--- config.mk ---
export PLATFORM = sky130hd
export DESIGN_NAME = coin_trig_top
export DESIGN_NICKNAME = d
export VERILOG_FILES = /design/src/rtl/coin_pkg.sv /design/src/rtl/chan_disc.sv /design/src/rtl/pair_stretch.sv /design/src/rtl/edge_sync.sv /design/src/rtl/coin_trig_top.sv
export SDC_FILE = /design/constraint.sdc
export NUM_CORES = 1
export LEC_CHECK = 0
export ABC_AREA = 1
export BUFFER_PORTS_ARGS = -buffer_cell sky130_fd_sc_hd__buf_2
export CORE_MARGIN = 2
export CORE_UTILIZATION = 35
export CTS_CLUSTER_SIZE = 30
export DETAILED_ROUTE_END_ITERATION = 8
export GPL_TIMING_DRIVEN = 0
export PLACE_DENSITY = 0.66
export SETUP_SLACK_MARGIN = 0.5
export SYNTH_ARGS = -nofsm -noshare
export SYNTH_HDL_FRONTEND = slang
export SYNTH_HIERARCHICAL = 1
export SYNTH_SLANG_ARGS = --single-unit
export TNS_END_PERCENT = 10
--- constraint.sdc ---
create_clock -name clk -period 7.3 [get_ports clk]
set_input_delay 1.095 -clock clk [delete_from_list [all_inputs] [get_ports clk]]
set_output_delay 1.095 -clock clk [all_outputs]
set_load 0.02 [all_outputs]
--- src/rtl/coin_pkg.sv ---
package coin_pkg;

    typedef enum logic {
        POL_ABOVE = 1'b0,
        POL_BELOW = 1'b1
    } pol_e;

endpackage

--- src/rtl/chan_disc.sv ---
module chan_disc #(
    parameter int SAMPLE_W = 14
) (
    input  logic                clk,
    input  logic                rst_n,
    input  logic [SAMPLE_W-1:0] sample_i,
    input  logic [SAMPLE_W-1:0] thresh_i,
    input  coin_pkg::pol_e      pol_i,
    output logic                hit_o
);
    typedef struct packed {
        logic hit;
    } st_t;

    st_t st_d, st_q;

    always_comb begin
        st_d = st_q;
        if (pol_i == coin_pkg::POL_BELOW) st_d.hit = (sample_i < thresh_i);
        else                              st_d.hit = (sample_i > thresh_i);
    end

    always_ff @(posedge clk) begin
        if (!rst_n) st_q <= '0;
        else        st_q <= st_d;
    end

    assign hit_o = st_q.hit;
endmodule

--- src/rtl/pair_stretch.sv ---
module pair_stretch #(
    parameter int WIN_W = 8
) (
    input  logic             clk,
    input  logic             rst_n,
    input  logic             req_i,
    input  logic [WIN_W-1:0] window_i,
    output logic             act_o
);
    typedef struct packed {
        logic             prev;
        logic [WIN_W-1:0] left;
    } st_t;

    st_t  st_d, st_q;
    logic rise;

    always_comb begin
        st_d      = st_q;
        rise      = req_i & ~st_q.prev;
        st_d.prev = req_i;
        if (rise && window_i != '0)  st_d.left = WIN_W'(window_i - 1'b1);
        else if (st_q.left != '0)    st_d.left = WIN_W'(st_q.left - 1'b1);
        if (window_i == '0) act_o = req_i;
        else                act_o = rise | (st_q.left != '0);
    end

    always_ff @(posedge clk) begin
        if (!rst_n) st_q <= '0;
        else        st_q <= st_d;
    end
endmodule

--- src/rtl/edge_sync.sv ---
module edge_sync #(
    parameter int STAGES = 2
) (
    input  logic clk,
    input  logic rst_n,
    input  logic async_i,
    output logic rise_o
);
    typedef struct packed {
        logic [STAGES-1:0] pipe;
        logic              prev;
    } st_t;

    st_t st_d, st_q;

    always_comb begin
        st_d      = st_q;
        st_d.pipe = {st_q.pipe[STAGES-2:0], async_i};
        st_d.prev = st_q.pipe[STAGES-1];
        rise_o    = st_q.pipe[STAGES-1] & ~st_q.prev;
    end

    always_ff @(posedge clk) begin
        if (!rst_n) st_q <= '0;
        else        st_q <= st_d;
    end
endmodule

--- src/rtl/coin_trig_top.sv ---
module coin_trig_top #(
    parameter int N_CH     = 8,
    parameter int SAMPLE_W = 14,
    parameter int WIN_W    = 8,
    parameter int N_PAIR   = N_CH / 2,
    parameter int LVL_W    = $clog2(N_PAIR)
) (
    input  logic                     clk,
    input  logic                     rst_n,
    input  logic [N_CH*SAMPLE_W-1:0] samples_i,
    input  logic [N_CH*SAMPLE_W-1:0] thresh_i,
    input  logic                     polarity_i,
    input  logic [N_PAIR-1:0]        pair_en_i,
    input  logic                     ext_en_i,
    input  logic                     sw_en_i,
    input  logic                     ext_trig_i,
    input  logic                     sw_trig_i,
    input  logic [LVL_W-1:0]         level_i,
    input  logic [WIN_W-1:0]         window_i,
    output logic                     common_trig_o,
    output logic [N_PAIR-1:0]        pair_req_o
);
    localparam int CNT_W = $clog2(N_PAIR + 1);

    typedef struct packed {
        logic common;
        logic armed;
        logic sw_prev;
    } st_t;

    st_t                 st_d, st_q;
    logic [N_CH-1:0]     ch_hit;
    logic [N_PAIR-1:0]   pair_act;
    logic                ext_rise;
    logic [CNT_W-1:0]    act_cnt;
    logic                coin_hit;
    logic                trig_any;

    coin_pkg::pol_e pol;
    assign pol = coin_pkg::pol_e'(polarity_i);

    for (genvar c = 0; c < N_CH; c++) begin : g_ch
        chan_disc #(.SAMPLE_W(SAMPLE_W)) u_disc (
            .clk      (clk),
            .rst_n    (rst_n),
            .sample_i (samples_i[c*SAMPLE_W +: SAMPLE_W]),
            .thresh_i (thresh_i[c*SAMPLE_W +: SAMPLE_W]),
            .pol_i    (pol),
            .hit_o    (ch_hit[c])
        );
    end

    for (genvar p = 0; p < N_PAIR; p++) begin : g_pair
        assign pair_req_o[p] = ch_hit[2*p] | ch_hit[2*p+1];
        pair_stretch #(.WIN_W(WIN_W)) u_str (
            .clk      (clk),
            .rst_n    (rst_n),
            .req_i    (pair_req_o[p]),
            .window_i (window_i),
            .act_o    (pair_act[p])
        );
    end

    edge_sync #(.STAGES(2)) u_ext (
        .clk     (clk),
        .rst_n   (rst_n),
        .async_i (ext_trig_i),
        .rise_o  (ext_rise)
    );

    always_comb begin
        st_d    = st_q;
        act_cnt = '0;
        for (int p = 0; p < N_PAIR; p++) begin
            act_cnt = act_cnt + CNT_W'(pair_act[p] & pair_en_i[p]);
        end
        if (level_i == '0) coin_hit = |(pair_req_o & pair_en_i);
        else               coin_hit = (act_cnt > CNT_W'(level_i));

        trig_any = (coin_hit & st_q.armed)
                 | (ext_en_i & ext_rise)
                 | (sw_en_i & sw_trig_i & ~st_q.sw_prev);

        st_d.common  = trig_any & ~st_q.common;
        st_d.armed   = ~coin_hit;
        st_d.sw_prev = sw_trig_i;
    end

    always_ff @(posedge clk) begin
        if (!rst_n) st_q <= '{common: 1'b0, armed: 1'b1, sw_prev: 1'b0};
        else        st_q <= st_d;
    end

    assign common_trig_o = st_q.common;
endmodule

==> flow_summary.yaml <==
status:
  outcome: "finished, final reports clean"
floorplanning:
  core_area_um2: 18800
  start_util: 0.358
  rows: 50
  pin_count: 250
  die-area_um2: 20300
  dieHeight_um: 143
  die-width_um: 143
clocking:
  holdBufCountCts: 0
  cts_setup_buffers: 0
  cts_root_buffer: "clkbuf_16"
  tritoncts: "done"
  cts_max_level: 2
  ctsResizeCount: 0
  insertion_delay_ns: 0.29
  clockBufferDepth: 2
  cts_sinks: 50
  numCtsBuffers: 5
  clkSlewWorstSetupHoldPaths_ns: 0.07
detailed_routing:
  drtPass1Iterations: 4
  vias_per_cell: 4.38
  drtIter0Drc: 239
  wl_per_cell_um: 10.7
  wl_um: 16700
  vias: 6803
  ant_nets: 0
  drc_errors: 0
synth:
  synthAdderAreaFrac: 0.228
  synth_top_family_by_area: "simple AND/OR/NAND/NOR gates"
  avgSynthCellArea_um2: 6.32
  ys_types: 28
  synth.largest_area_cell: "ha_1"
  ys_top_cells_by_area: "ha_1, nand2_1, inv_1, dfxtp_1, a21oi_1"
  synth_edf_count: 0
  synth-seq-cells: 50
  synth.mux.area_fraction: 0.00671
  synth-simple-area-share: 0.370
  yosysTopAreaCellShare: 0.222
  synth_compound_area_frac: 0.0840
  ys.flop_type: "dfxtp_1"
  synth_xor_area_frac: 0
  yosysSeqAreaShare: 0.149
  netlist_instances: 1062
  netlist_area_um2: 6720
  async_flop_share: 0
  syn-num-nets: 1428
  ys_warn_count: 6
power_and_ir_drop:
  p_per_area_nw_per_um2: 165
  p_total_mw: 1.39
  switching_share: 0.414
  p_comb_frac: 0.531
  p_leak_nw: 5.40
  clkPwrFrac: 0.197
  ir_drop_uv: 95.6
  p_sw_mw: 0.574
  p_int_mw: 0.812
  p_seq_frac: 0.273
cells_and_area:
  fin_nets: 1684
  drive_gt1_frac: 0.286
  final_area_um2: 8430
  syn_to_final_growth_pct: 25.5
sta:
  hold_viol_final: 0
  tightest_slew_ns: 0.641
  finalCritPeriodShare: 0.535
  fmax_mhz: 256
  drv_slew: 0
  min_period_ns: 3.91
  max_slew_margin: 0.572
  rsz0062_at_grt: "no"
  skew_ns: 0.00883
  whs_ns: 0.410
  finalSetupViolations: 0
  fin_setup_tns_ns: 0
placed_design:
  port_buffers: 249
  dpl_cell_area_um2: 8250
  dp.final_hpwl_um: 14500
  place.gp.congestion: 0.864
worst_setup_path:
  crit_required_ns: 7.53
  regToRegSetupSlack_ns: 3.93
  cp-start-kind: "primary input"
  reg2reg_from: "g_ch[1].u_disc/hit_o$_SDFF_PN0_"
  criticalPathCategory: "in -> reg"
  r2r-end: "common_trig_o$_SDFF_PN0_"
  r2r_cells: 22
  crit_fanout: 12
  endpoint_kind: "flip-flop"
  arrival_ns: 4.14
hold_path:
  min_path_type: "reg -> reg"
  holdPathEnd: "u_ext/st_d[0]$_SDFF_PN0_"
  hold_depth: 2
  hold_start: "u_ext/st_d[2]$_SDFF_PN0_"
run:
  maxCapViolCount: 0
global_routing:
  grt_usage: 0.161
  grt.overflow.total: 0
  grt_max_degree: 27
  grt_pass1_wl_um: 27100
  first_global_vias: 6328
  antenna_found_initial: 2
worst max-delay path: stages:
cell	delay, ns
buf_2	0.18
nor2_1	0.12
nand2_1	0.10
o21ai_4	0.24
buf_8	0.18
nand4_1	0.16
nand2_1	0.10
o21ai_0	0.08
nand2_1	0.07
inv_1	0.07
fa_1	0.54
ha_1	0.17
inv_1	0.06
fa_1	0.46
inv_2	0.07
nand3_1	0.07
nand2_1	0.05
nand2_1	0.04
nand2_1	0.08
nand3_2	0.08
a21oi_2	0.11
through the flow:
step / instances / setup WS [ns] / util
3_5_place_dp: 1545 / 3.09 / 0.440
3_3_place_gp: 1545 / 3.09 / 0.440
4_1_cts: 1552 / 3.38 / 0.449
2_1_floorplan: 1062 / 3.56 / -
5_1_grt: 1552 / 3.08 / 0.449
6_report: 1553 / 3.39 / 0.449
cell usage after synthesis, types with 5 or more instances:
cell and number:
nand3_1 32, nor3_1 8, nand2_1 275, o21ai_2 8, dfxtp_1 50, nand2_4 12, nor2_1 80, inv_1 272
nor2_2 18, nand3_2 17, a21oi_1 65, and2_4 8, nand3b_1 16, nand2_2 27, o21ai_0 8, ha_1 119
a21oi_2 5, nor2_4 8
metal layers:
metal  track usage  routed length [µm]  up-vias
met5             0                   0        -
met4        0.0417                 351        0
met1         0.191                7110     2867
li1              -                   -     3736
met2         0.295                8220      174
met3        0.0333                 981       26
cell type report:
| class | instances | area, µm² |
|---|---|---|
| Antenna cell | 1 | 2.50 |
| Buffer | 4 | 60.1 |
| Clock buffer | 6 | 139 |
| Clock inverter | 1 | 30.0 |
| Fill cell | 1956 | 10300 |
| Inverter | 274 | 1030 |
| Multi-Input combinational cell | 734 | 4630 |
| Sequential cell | 50 | 1000 |
| Tap cell | 234 | 293 |
| Timing Repair Buffer | 249 | 1250 |
how the worst max path moves through the flow:
stage,startpoint,end,cells past startpoint
floorplan,window_i[1],common_trig_o$_SDFF_PN0_,20
global placement,window_i[5],common_trig_o$_SDFF_PN0_,21
detailed placement,window_i[5],common_trig_o$_SDFF_PN0_,21
CTS,window_i[5],common_trig_o$_SDFF_PN0_,21
global route,window_i[3],common_trig_o$_SDFF_PN0_,21
finish,window_i[3],common_trig_o$_SDFF_PN0_,21
cell families (layout without fill, tap and decap cells):
kind of cell    Yosys count  count (layout)
fa+ha+maj               121             121
compound gates           94              94
mux                       4               4
buf+inv                 278             534
other cells               0               1
flops                    50              50
simple gates            515             515
cells in the final DEF (no fill, tap or decap):
master and instances:
nor2_4 8, buf_2 249, buf_8 4, a21oi_2 5, nand3_1 32, o21ai_0 8
or2_1 2, nor4_1 4, ha_1 119, o21ai_2 8, or2_2 4, clkbuf_8 1
bufinv_16 1, o21ai_1 4, nand4_1 4, fa_1 2, nor3_1 8, mux2_2 4
inv_2 2, nand2_2 27, and2_4 8, nand3_2 17, nand3b_1 16, nand2_1 275
a21oi_1 65, nor2_2 18, diode_2 1, dfxtp_1 50, nor2_1 80, clkbuf_16 5
o21ai_4 4, nand2_4 12, inv_1 272
flip-flops by register name, summed over array words and instances (netlist names):
name               cells
common_trig_o          1
g_ch.u_disc/hit_o      8
g_pair.u_str/st_q     36
st_q                   2
u_ext/st_d             2
u_ext/st_q             1
power groups by stage:
stage               Combinational [mW]  Sequential, mW  Clock [mW]
detailed placement               0.738           0.384           0
global placement                 0.725           0.383           0
CTS                              0.743           0.378       0.281
floorplan                        0.551           0.376           0
finish                           0.736           0.378       0.272
global route                     0.853           0.386       0.291
No activity file was read; power rests on OpenSTA's default activity.
